[config.mk]
export PLATFORM = sky130hd
export DESIGN_NAME = vsid_scrambler
export DESIGN_NICKNAME = d
export VERILOG_FILES = /design/src/rtl/vsid_pkg.sv /design/src/rtl/vsid_proto_form.sv /design/src/rtl/vsid_mul_stage.sv /design/src/rtl/vsid_fold_stage.sv /design/src/rtl/vsid_correct_stage.sv /design/src/rtl/vsid_scrambler.sv
export SDC_FILE = /design/constraint.sdc
export NUM_CORES = 2
export LEC_CHECK = 0
export ABC_AREA = 0
export CORE_MARGIN = 3
export CORE_UTILIZATION = 37
export DETAILED_ROUTE_END_ITERATION = 10
export DONT_BUFFER_PORTS = 1
export GPL_TIMING_DRIVEN = 0
export PLACE_DENSITY = 0.62
export REMOVE_ABC_BUFFERS = 1
export SLEW_MARGIN = 20
export SYNTH_ARGS = -nofsm -noshare
export SYNTH_HDL_FRONTEND = slang
export SYNTH_SLANG_ARGS = --single-unit
[constraint.sdc]
create_clock -name clk -period 12.8 [get_ports clk]
set_input_delay 0.64 -clock clk [delete_from_list [all_inputs] [get_ports clk]]
set_output_delay 0.64 -clock clk [all_outputs]
set_load 0.01 [all_outputs]
[src/rtl/vsid_pkg.sv]
package vsid_pkg;
  localparam int unsigned EA_W_D      = 64;
  localparam int unsigned SEG_SHIFT_D = 28;
  localparam int unsigned ID_W_D      = 36;
  localparam int unsigned CTX_W_D     = 20;
  localparam int unsigned UESID_W_D   = 15;
  localparam int unsigned MULT_W_D    = 28;
  localparam longint unsigned MULT_D  = 64'd200730139;
endpackage

[src/rtl/vsid_proto_form.sv]
module vsid_proto_form #(
  parameter int unsigned EA_W      = vsid_pkg::EA_W_D,
  parameter int unsigned SEG_SHIFT = vsid_pkg::SEG_SHIFT_D,
  parameter int unsigned ID_W      = vsid_pkg::ID_W_D,
  parameter int unsigned CTX_W     = vsid_pkg::CTX_W_D,
  parameter int unsigned UESID_W   = vsid_pkg::UESID_W_D
) (
  input  logic [EA_W-1:0]  ea,
  input  logic             kernel,
  input  logic [CTX_W-1:0] ctx,
  output logic [ID_W-1:0]  proto,
  output logic             err
);
  localparam int unsigned USER_W = CTX_W + UESID_W;

  logic [ID_W-1:0] seg;
  logic [ID_W-1:0] user_id;

  always_comb begin
    seg     = ea[SEG_SHIFT +: ID_W];
    user_id = ID_W'({ctx, seg[UESID_W-1:0]});
    proto   = kernel ? seg : user_id;
    // reserved: all ones, or privileged prefix 2'b10
    err     = kernel && ((&seg) || (seg[ID_W-1 -: 2] == 2'b10));
  end
endmodule

[src/rtl/vsid_mul_stage.sv]
module vsid_mul_stage #(
  parameter int unsigned ID_W   = vsid_pkg::ID_W_D,
  parameter int unsigned MULT_W = vsid_pkg::MULT_W_D,
  parameter longint unsigned MULT = vsid_pkg::MULT_D,
  localparam int unsigned PROD_W = ID_W + MULT_W
) (
  input  logic              clk,
  input  logic              rst_n,
  input  logic              en,
  input  logic              v_in,
  input  logic [ID_W-1:0]   proto,
  input  logic              err_in,
  output logic              v_out,
  output logic [PROD_W-1:0] prod,
  output logic              err_out
);
  localparam logic [PROD_W-1:0] K = PROD_W'(MULT);

  logic [PROD_W-1:0] prod_d;
  assign prod_d = PROD_W'(proto) * K;

  always_ff @(posedge clk or negedge rst_n) begin
    if (!rst_n) v_out <= 1'b0;
    else if (en) v_out <= v_in;
  end

  always_ff @(posedge clk) begin
    if (en) begin
      prod    <= prod_d;
      err_out <= err_in;
    end
  end
endmodule

[src/rtl/vsid_fold_stage.sv]
module vsid_fold_stage #(
  parameter int unsigned ID_W   = vsid_pkg::ID_W_D,
  parameter int unsigned MULT_W = vsid_pkg::MULT_W_D,
  localparam int unsigned PROD_W = ID_W + MULT_W
) (
  input  logic              clk,
  input  logic              rst_n,
  input  logic              en,
  input  logic              v_in,
  input  logic [PROD_W-1:0] prod,
  input  logic              err_in,
  output logic              v_out,
  output logic [ID_W:0]     sum,
  output logic              err_out
);
  logic [ID_W:0] sum_d;
  // end-around fold: 2^ID_W == 1 modulo 2^ID_W-1
  assign sum_d = (ID_W+1)'(prod[PROD_W-1:ID_W]) + (ID_W+1)'(prod[ID_W-1:0]);

  always_ff @(posedge clk or negedge rst_n) begin
    if (!rst_n) v_out <= 1'b0;
    else if (en) v_out <= v_in;
  end

  always_ff @(posedge clk) begin
    if (en) begin
      sum     <= sum_d;
      err_out <= err_in;
    end
  end
endmodule

[src/rtl/vsid_correct_stage.sv]
module vsid_correct_stage #(
  parameter int unsigned ID_W = vsid_pkg::ID_W_D
) (
  input  logic            clk,
  input  logic            rst_n,
  input  logic            en,
  input  logic            v_in,
  input  logic [ID_W:0]   sum,
  input  logic            err_in,
  output logic            v_out,
  output logic [ID_W-1:0] vsid,
  output logic            err_out
);
  logic [ID_W:0]   bumped;
  logic [ID_W:0]   fixed;
  logic [ID_W-1:0] vsid_d;

  always_comb begin
    bumped = sum + 1'b1;
    fixed  = sum + (ID_W+1)'(bumped[ID_W]);
    vsid_d = fixed[ID_W-1:0];
  end

  always_ff @(posedge clk or negedge rst_n) begin
    if (!rst_n) v_out <= 1'b0;
    else if (en) v_out <= v_in;
  end

  always_ff @(posedge clk) begin
    if (en) begin
      vsid    <= vsid_d;
      err_out <= err_in;
    end
  end
endmodule

[src/rtl/vsid_scrambler.sv]
module vsid_scrambler #(
  parameter int unsigned EA_W      = vsid_pkg::EA_W_D,
  parameter int unsigned SEG_SHIFT = vsid_pkg::SEG_SHIFT_D,
  parameter int unsigned ID_W      = vsid_pkg::ID_W_D,
  parameter int unsigned CTX_W     = vsid_pkg::CTX_W_D,
  parameter int unsigned UESID_W   = vsid_pkg::UESID_W_D,
  parameter int unsigned MULT_W    = vsid_pkg::MULT_W_D,
  parameter longint unsigned MULT  = vsid_pkg::MULT_D
) (
  input  logic             clk,
  input  logic             rst_n,
  input  logic             in_valid,
  output logic             in_ready,
  input  logic [EA_W-1:0]  in_ea,
  input  logic             in_kernel,
  input  logic [CTX_W-1:0] in_ctx,
  output logic             out_valid,
  input  logic             out_ready,
  output logic [ID_W-1:0]  out_vsid,
  output logic             out_err
);
  localparam int unsigned PROD_W = ID_W + MULT_W;

  logic              adv;
  logic [ID_W-1:0]   proto;
  logic              err0;
  logic              v1, e1, v2, e2;
  logic [PROD_W-1:0] prod1;
  logic [ID_W:0]     sum2;

  // single stall domain: everything advances when the output slot frees
  assign adv      = !out_valid || out_ready;
  assign in_ready = adv;

  vsid_proto_form #(
    .EA_W(EA_W), .SEG_SHIFT(SEG_SHIFT), .ID_W(ID_W),
    .CTX_W(CTX_W), .UESID_W(UESID_W)
  ) u_form (
    .ea(in_ea), .kernel(in_kernel), .ctx(in_ctx), .proto(proto), .err(err0)
  );

  vsid_mul_stage #(.ID_W(ID_W), .MULT_W(MULT_W), .MULT(MULT)) u_mul (
    .clk(clk), .rst_n(rst_n), .en(adv), .v_in(in_valid), .proto(proto),
    .err_in(err0), .v_out(v1), .prod(prod1), .err_out(e1)
  );

  vsid_fold_stage #(.ID_W(ID_W), .MULT_W(MULT_W)) u_fold (
    .clk(clk), .rst_n(rst_n), .en(adv), .v_in(v1), .prod(prod1),
    .err_in(e1), .v_out(v2), .sum(sum2), .err_out(e2)
  );

  vsid_correct_stage #(.ID_W(ID_W)) u_fix (
    .clk(clk), .rst_n(rst_n), .en(adv), .v_in(v2), .sum(sum2),
    .err_in(e2), .v_out(out_valid), .vsid(out_vsid), .err_out(out_err)
  );
endmodule

==> metrics <==
worst path arrival time=7.80 ns; post-cts sizing count=0; Final Cycle Share=59.6%; Total GRT Usage=19.4%; simple-gate share of the synthesized area=5.10%; reg2reg setup slack=8.97 ns; Post-synth EDFFs=140; Longest Clk Path Bufs=2; htree depth=4; initial antenna violation count=0; vias in the first global route=18,800; dpl hpwl=61,700 µm; Die Area=73,500 µm²; CP Class=in2reg; Compound-Gate Fraction of Synth Area=6.60%; hold crit path type=in2reg; sequential area share after synthesis=16.5%; max_slew headroom=37.2%; Final Hold Fails=0; I/O pin cnt=128; fin. max-slew vios=0; clk root buf=clkbuf_16; post-synthesis mux area share=0.929%; core area=69,100 µm²; main combinational cell family by area after synthesis=adder cells; Mapped Area=26,000 µm²; worst skew pair latency=0.42 ns; DR WL/cell=20.4 µm; Synth cell types=57; Final GP Congestion=0.962; TritonCTS clock tree=built; Synth Warn #=0; initial core utilization=37.6%; Max Clk Rate=0.131 GHz; skew final=0.00734 ns; Synth Flop Type=edfxtp_1; Worst Setup End Kind=flip-flop; status=finished clean; fillers=6,616; Die Y=271 µm; final setup TNS=0 ns; post-CTS setup buffers=0; WP data required=12.97 ns; unrepaired setup endpoints after global routing=no; Synth Area in Adders=56.1%; DR vias=16,800; DRT Wirelength=68,700 µm; #FFs+latches synth=143; largest net degree at the start of global routing=61; Post-CTS Hold Fix Bufs=1; antenna viol nets, final=0; gate count after technology mapping=2,432; share of post-route cells with drive strength above 1=2.42%; Setup-failing EPs final=0; clock slew at reported path FFs=0.06 ns; Synth Area in XOR/XNOR=4.28%; number of vias per cell=4.97; syn avg cell area=10.7 µm²; # DRC=0; PortBufs=0; CP Launch Type=input port; placed insts=3,336; final worst slack=5.17 ns; total CTS buffers=17; Rows=96; Final #Nets=3,386; Worst-Margin Slew=0.933 ns; Clock Sinks=143; initial drt markers=992; die width=271 µm; fin cells=3,371; first-pass GRT wire length=109,000 µm; Pre-antenna DRT Iters=5; Max-Cap Viols=0; Final Hold Slack=0.325 ns; post-synthesis async set-or-reset flop share=2.10%; Min Clock Period, post-route=7.63 ns; pre-CTS setup slack=4.72 ns; Layout area overhead=6.47%; Worst Path Max Fanout=21; total global routing overflow=0
==> through the flow <==
stage / area [µm²] / util [%]
2_1_floorplan: 25900 / -
3_3_place_gp: 27000 / 39.2
3_5_place_dp: 27100 / 39.3
4_1_cts: 27700 / 40.1
5_1_grt: 27700 / 40.1
6_report: 27700 / 40.1
==> cells by family (layout without fill, tap and decap cells) <==
kind of cell | count (synthesis) | in the layout
muxes | 22 | 22
AOI/OAI and AO/OA | 268 | 268
xor gates and xnor gates | 127 | 127
other | 0 | 2
and+or+nand+nor | 274 | 274
adders and majority gates | 872 | 872
DFF | 143 | 143
buffers and inverters | 726 | 732
==> area by class of cell <==
class | instances | area (µm²) | area share (%)
clock buffers | 18 | 429 | 1.55
repair buffers | 3 | 65.1 | 0.235
clock inverters | 14 | 123 | 0.443
flip-flops and latches | 143 | 4280 | 15.5
diodes | 2 | 5.00 | 0.0181
multi-input cells | 1563 | 19000 | 68.6
well taps | 931 | 1160 | 4.21
inverters | 697 | 2620 | 9.45
==> cells in the final DEF (no fill, tap or decap), types with 10 or more instances in the layout <==
cell type / instances
nor2b_1: 11
edfxtp_1: 140
o21a_1: 11
ha_1: 382
a21o_1: 42
xor2_1: 39
xnor2_1: 88
nand3_1: 37
nand2_1: 82
and3_1: 18
nor2_1: 57
o21ai_0: 50
a31oi_1: 10
nand4_1: 36
a21oi_1: 91
inv_1: 697
clkbuf_16: 17
fa_1: 490
mux2_2: 17
==> per-layer routing <==
layer  wire, µm  global-route usage [%]
met1      31800                    27.3
met2      32500                    32.4
met3       3700                    3.08
met4        733                    2.61
met5          0                       0
==> synthesized netlist by cell type (4+ instances only) <==
cell | number | area, µm²
a211oi_1 | 8 | 60.1
a21o_1 | 42 | 315
a21oi_1 | 91 | 455
a31oi_1 | 10 | 62.6
and2_1 | 5 | 31.3
and3_1 | 18 | 113
and4_1 | 5 | 43.8
clkbuf_1 | 25 | 93.8
edfxtp_1 | 140 | 4200
fa_1 | 490 | 9810
ha_1 | 382 | 4780
inv_1 | 697 | 2620
mux2_2 | 17 | 191
mux2i_1 | 5 | 50.1
nand2_1 | 82 | 308
nand2b_1 | 7 | 43.8
nand3_1 | 37 | 185
nand4_1 | 36 | 225
nor2_1 | 57 | 214
nor2b_1 | 11 | 68.8
nor3_1 | 7 | 35.0
nor4_1 | 4 | 25.0
o211ai_1 | 4 | 30.0
o21a_1 | 11 | 82.6
o21ai_0 | 50 | 250
o21ai_1 | 4 | 20.0
o21bai_1 | 7 | 52.6
o221ai_1 | 4 | 35.0
o31ai_1 | 4 | 30.0
xnor2_1 | 88 | 771
xor2_1 | 39 | 342
==> final timing paths <==
check                                    startpoint                        to  cells after the start
max reg2reg                 u_fold.sum[4]$_DFFE_PP_  u_fix.vsid[31]$_DFFE_PP_                     12
max in group asynchronous                     rst_n   u_mul.v_out$_DFFE_PN0P_                      1
min                                       in_ea[28]   u_mul.prod[0]$_DFFE_PP_                      0
min in group asynchronous                     rst_n   u_fix.v_out$_DFFE_PN0P_                      1
max                                       in_kernel  u_mul.prod[62]$_DFFE_PP_                     24
min reg2reg                u_fold.err_out$_DFFE_PP_   u_fix.err_out$_DFFE_PP_                      0
==> state kept, by name (all words and copies together), names as in the netlist <==
| name | flops |
|---|---|
| u_fold.v_out | 1 |
| u_mul.prod | 64 |
| u_fix.vsid | 36 |
| u_fold.err_out | 1 |
| u_fix.v_out | 1 |
| u_fold.sum | 37 |
| u_mul.err_out | 1 |
| u_mul.v_out | 1 |
| u_fix.err_out | 1 |
==> critical path, stage by stage <==
cell     delay, ns
mux2i_1       0.58
inv_1         0.43
ha_1          0.46
ha_1          0.36
inv_1         0.08
fa_1          0.50
inv_1         0.06
fa_1          0.57
fa_1          0.44
inv_1         0.18
fa_1          0.48
fa_1          0.56
inv_1         0.05
ha_1          0.43
a21oi_1       0.14
o21ai_0       0.29
a31oi_1       0.12
o21ai_0       0.28
a21oi_1       0.07
o31a_1        0.15
a31o_2        0.30
o31ai_4       0.29
a41oi_1       0.18
xnor2_1       0.15
Power is not shown: default switching activity piles up to over one toggle a cycle in this logic, so the estimate is an artifact.
